`config.mk`:
```
export PLATFORM = sky130hd
export DESIGN_NAME = match_timer
export DESIGN_NICKNAME = d
export VERILOG_FILES = /design/src/rtl/match_timer.sv
export SDC_FILE = /design/constraint.sdc
export NUM_CORES = 1
export LEC_CHECK = 0
export BUFFER_PORTS_ARGS = -buffer_cell sky130_fd_sc_hd__buf_2
export CORE_MARGIN = 4
export CORE_UTILIZATION = 60
export CTS_CLUSTER_SIZE = 20
export DETAILED_ROUTE_END_ITERATION = 16
export HOLD_SLACK_MARGIN = 0.02
export PLACE_DENSITY_LB_ADDON = 0.15
export SLEW_MARGIN = 0
export SYNTH_ARGS = -nofsm -noshare
export SYNTH_HDL_FRONTEND = slang
export SYNTH_SLANG_ARGS = --single-unit
```
`constraint.sdc`:
```
create_clock -name clk -period 4.1 [get_ports clk]
set_clock_uncertainty 0.15 [all_clocks]
set_input_delay 0.41 -clock clk [delete_from_list [all_inputs] [get_ports clk]]
set_output_delay 0.41 -clock clk [all_outputs]
set_load 0.02 [all_outputs]
```
`src/rtl/match_timer.sv`:
```
module match_timer #(
  parameter int DW    = 32,
  parameter int AW    = 4,
  parameter int NCH   = 4,
  parameter int MBASE = 8
) (
  input  logic          clk,
  input  logic          rst_n,
  input  logic          we,
  input  logic [AW-1:0] addr,
  input  logic [DW-1:0] wdata,
  output logic [DW-1:0] rdata,
  output logic          irq
);
  localparam logic [AW-1:0] A_FL = AW'(0);
  localparam logic [AW-1:0] A_CT = AW'(1);
  localparam logic [AW-1:0] A_MD = AW'(2);
  localparam logic [AW-1:0] A_TC = AW'(3);
  localparam logic [AW-1:0] A_PS = AW'(4);
  localparam logic [AW-1:0] A_PC = AW'(5);
  localparam logic [AW-1:0] A_IE = AW'(6);

  logic           run, hold;
  logic [1:0]     mode;
  logic [DW-1:0]  tc, pc, psr;
  logic [NCH-1:0] ie, flags, set_f, wr_m;
  logic [DW-1:0]  match [NCH];

  wire wr_fl = we && addr == A_FL;
  wire wr_ct = we && addr == A_CT;
  wire wr_md = we && addr == A_MD;
  wire wr_tc = we && addr == A_TC;
  wire wr_ps = we && addr == A_PS;
  wire wr_pc = we && addr == A_PC;
  wire wr_ie = we && addr == A_IE;

  wire adv  = run && !hold && mode == 2'b00;
  wire tick = adv && pc == psr;
  wire [DW-1:0] tc_nx = tc + 1'b1;

  for (genvar i = 0; i < NCH; i++) begin : g_ch
    assign set_f[i] = tick && !wr_tc && tc_nx == match[i];
    assign wr_m[i]  = we && addr == AW'(MBASE + i);
    always_ff @(posedge clk)
      if (!rst_n)       match[i] <= '0;
      else if (wr_m[i]) match[i] <= wdata;
  end

  always_ff @(posedge clk) begin
    if (!rst_n) begin
      run <= 1'b0; hold <= 1'b0; mode <= 2'b00;
      psr <= '0; ie <= '0; flags <= '0;
    end else begin
      if (wr_ct) {hold, run} <= wdata[1:0];
      if (wr_md) mode <= wdata[1:0];
      if (wr_ps) psr <= wdata;
      if (wr_ie) ie <= wdata[NCH-1:0];
      flags <= (flags & ~(wr_fl ? wdata[NCH-1:0] : '0)) | set_f;
    end
  end

  always_ff @(posedge clk) begin
    if (!rst_n || hold) begin
      tc <= '0;
      pc <= '0;
    end else begin
      if (wr_tc)     tc <= wdata;
      else if (tick) tc <= tc_nx;
      if (wr_pc)     pc <= wdata;
      else if (adv)  pc <= tick ? '0 : pc + 1'b1;
    end
  end

  assign irq = |(flags & ie);

  always_comb begin
    rdata = '0;
    case (addr)
      A_FL: rdata[NCH-1:0] = flags;
      A_CT: rdata[1:0] = {hold, run};
      A_MD: rdata[1:0] = mode;
      A_TC: rdata = tc;
      A_PS: rdata = psr;
      A_PC: rdata = pc;
      A_IE: rdata[NCH-1:0] = ie;
      default: ;
    endcase
    for (int i = 0; i < NCH; i++)
      if (addr == AW'(MBASE + i)) rdata = match[i];
  end


  hold_zero_chk: assert property (@(posedge clk) disable iff (!rst_n)
    hold |=> (tc == '0 && pc == '0));

  flag_src_chk: assert property (@(posedge clk) disable iff (!rst_n)
    (flags & ~$past(flags)) != '0 |-> $past(tick));

  flag_clr_chk: assert property (@(posedge clk) disable iff (!rst_n)
    (wr_fl && wdata[0] && !set_f[0]) |=> !flags[0]);

  idle_hold_chk: assert property (@(posedge clk) disable iff (!rst_n)
    (!adv && !hold && !wr_tc) |=> $stable(tc));

  wrap_chk: assert property (@(posedge clk) disable iff (!rst_n)
    (tick && !wr_tc && tc == '1) |=> tc == '0);
endmodule

```
==> results.sh <==
export IMPL_setup_tns_final_ps=0
export IMPL_cts_sinks=236
export IMPL_grt_pass1_vias=13000
export IMPL_timing_critical_path_slowest_stage_cell="xor2_1"
export IMPL_min_period_over_period_pct=93.1
export IMPL_numCtsBuffers=27
export IMPL_layout_common_cells="nand2_1, and2_1, edfxtp_1"
export IMPL_layout_cells_most_common="nand2_1"
export IMPL_track_usage_pct=41.9
export IMPL_place_area_mm2=0.0156
export IMPL_rsz0062_at_grt="false"
export IMPL_drc_errors=0
export IMPL_die_width_um=165
export IMPL_outcome="finished, final reports clean"
export IMPL_path_max_fanout=14
export IMPL_numPortBuffers=71
export IMPL_drt_vias_per_instance=6.83
export IMPL_antenna_left=0
export IMPL_clock_tree_buffer_depth=3
export IMPL_cap_violations=0
export IMPL_timing_max_slew_rel_slack_pct=21.1
export IMPL_start_util_pct=60.9
export IMPL_synth_edff_count=128
export IMPL_fillerInstances=1956
export IMPL_clock_tree_root_cell="clkbuf_16"
export IMPL_antenna_found_initial=0
export IMPL_worst_path_buf_inv=1
export IMPL_area_of_the_die_mm2=0.0272
export IMPL_ios=72
export IMPL_route_final_wire_length_um=57700
export IMPL_cts_post_setup_buffers_inserted=0
export IMPL_leakagePower_uw=0.00574
export IMPL_synthDominantAreaCellType="edfxtp_1"
export IMPL_area_delta_synth_final_pct=11.5
export IMPL_final_cell_area_mm2=0.0165
export IMPL_syn_num_nets=1660
export IMPL_criticalPathCategory="flop to flop"
export IMPL_startpoint="tc[1]"
export IMPL_rr_startpoint="tc[1]"
export IMPL_final_core_utilization_pct=67.9
export IMPL_synth_top_cells_by_area="edfxtp_1, dfxtp_1, xnor2_1"
export IMPL_syn_cell_area_mm2=0.0148
export IMPL_synth_yosys_seq_area_share_pct=40.7
export IMPL_cp_data_arrival_time_ps=4120
export IMPL_fmaxAchievable_mhz=262
export IMPL_routability_cong=1.05
export IMPL_drt_iter0_markers=2282
export IMPL_fp_dieH_um=165
export IMPL_kind_of_capture_point_of_the_worst_setup_path="flop"
export IMPL_std_cell_rows=57
export IMPL_clk_pin_slew_worst_paths_ps=60
export IMPL_first_pass_drt_iterations=7
export IMPL_total_setup_violations_reported_at_the_end_of_the_flow=0
export IMPL_post_route_cells_drive_above_1_share_pct=12.6
export IMPL_synth_top_area_share_pct=26.0
export IMPL_timing_hold_ws_ps=32.0
export IMPL_timing_critical_path_cells="ha_1 -> nand3_4 -> nor3_2 -> buf_4 -> nand2_1 -> xor2_1 -> o221ai_1 -> a2111oi_0 -> nand4_1 -> o31ai_1"
export IMPL_ys_ff_latch=236
export IMPL_mean_syn_cell_area_um2=9.13
export IMPL_clock_tree_htree_level_count=1
export IMPL_power_per_cell_area_mw_per_mm2=344
export IMPL_grt_max_degree=65
export IMPL_hold_path_startpoint="wdata[27]"
export IMPL_postSynthCellCount=1619
export IMPL_crit_path_max_incr_delay_ps=670
export IMPL_detailedPlace_worstSlack_ps=500
export IMPL_cts_resized=0
export IMPL_yosysWarningCount=0
export IMPL_layout_nets=1697
export IMPL_ir_drop_mv=0.461
export IMPL_report_final_slew_viol_count=0
export IMPL_detailroute_via_count=13700
export IMPL_worstSetupStartpointType="flop"
export IMPL_clock_tree_from_tritoncts="built"
export IMPL_min_path_type="input pin to flop"
export IMPL_critPathTopFamily="simple AND/OR/NAND/NOR gates"
export IMPL_required_ps=4410
export IMPL_dpl_hpwl_um=42600
export IMPL_dominantRegCellSynth="edfxtp_1"
export IMPL_grt_pass1_wl_um=84100
export IMPL_worst_slew_pin_transition_ps=1180
export IMPL_post_drt_wl_per_cell_um=28.8
export IMPL_min_period_ps=3820
export IMPL_ys_types=82
export IMPL_clock_latency_ps=570
export IMPL_ys_async_sr_fraction_pct=0
export IMPL_setup_slack_ps=283
export IMPL_placeableCoreArea_mm2=0.0242
export IMPL_gr_total_overflow=0
export IMPL_timing_final_hold_violations=0
export IMPL_cts_hold_fix_buffers=8
[report_power, final]
| group | internal, µW | switching [µW] | leakage [µW] | total (µW) |
|---|---|---|---|---|
| clock network | 1310 | 1040 | 0.000404 | 2350 |
| registers | 2590 | 127 | 0.00210 | 2720 |
| logic | 205 | 399 | 0.00324 | 605 |
[per-layer routing]
layer | GRT usage (%) | vias to the layer above | part of all wire, %
met5 | 0 | - | 0
met4 | 16.5 | 0 | 4.9
met3 | 12.6 | 168 | 14
met2 | 62.2 | 999 | 42
li1 | - | 5961 | -
met1 | 57.5 | 6545 | 39
[cell usage after synthesis (9+ instances only)]
cell / n
nand2_1: 163
and2_1: 135
edfxtp_1: 128
xnor2_1: 127
clkbuf_1: 112
nor2_1: 111
dfxtp_1: 108
xor2_1: 105
a22oi_1: 86
nand3_1: 58
o21ai_0: 47
a21boi_0: 37
a21oi_1: 34
a211oi_1: 31
nor3_1: 31
nand4_1: 28
a31oi_1: 21
a41oi_1: 16
and3_1: 16
nor4_1: 16
a222oi_1: 14
nor2b_1: 13
or3_1: 12
buf_2: 10
nand2b_1: 10
and4_1: 9
nor3b_1: 9
[final timing paths]
check | end | cells after the start | slack [ps]
worst min-delay path | pc[27] | 3 | 30
worst max register to register | flags[0] | 10 | 280
worst min register to register | psr[8] | 2 | 350
worst max-delay path | flags[0] | 10 | 280
[cell families after synthesis]
logic type               after synthesis  synth area share (%)
XOR/XNOR                             234                  14.0
multiplexers                           9                 0.618
flip-flops                           236                  40.7
AO/OA/AOI/OAI                        347                  16.9
buffers and inverters                140                  3.90
AND/OR/NAND/NOR                      651                  23.8
adder cells (fa/ha/maj)                2                 0.169
[sequential cells by signal (all words and copies together) (netlist names)]
| signal | flops |
|---|---|
| run | 1 |
| flags | 4 |
| tc | 32 |
| ie | 4 |
| match | 128 |
| mode | 2 |
| psr | 32 |
| pc | 32 |
| hold | 1 |
[cell type report]
| class | instances | area (µm²) | area share [%] |
|---|---|---|---|
| Inverter | 9 | 33.8 | 0.205 |
| Clock buffer | 40 | 734 | 4.46 |
| Sequential cell | 236 | 6010 | 36.5 |
| Timing Repair Buffer | 139 | 936 | 5.68 |
| Multi-Input combinational cell | 1243 | 8260 | 50.1 |
| Clock inverter | 10 | 95.1 | 0.577 |
| Tap cell | 324 | 405 | 2.46 |
| Antenna cell | 1 | 2.50 | 0.0152 |
[metrics by stage]
| stage | power, µW | cells |
|---|---|---|
| 2_1_floorplan | 3040 | 1619 |
| 4_1_cts | 5640 | 2001 |
| 5_1_grt | 5790 | 2001 |
| 3_5_place_dp | 3330 | 1943 |
| 6_report | 5670 | 2002 |
| 3_3_place_gp | 3330 | 1943 |
[worst min-delay path, stage by stage]
cell and delay [ps]:
buf_2 160, nand2_1 70, a21oi_1 60
(Power assumes the default switching activity.)
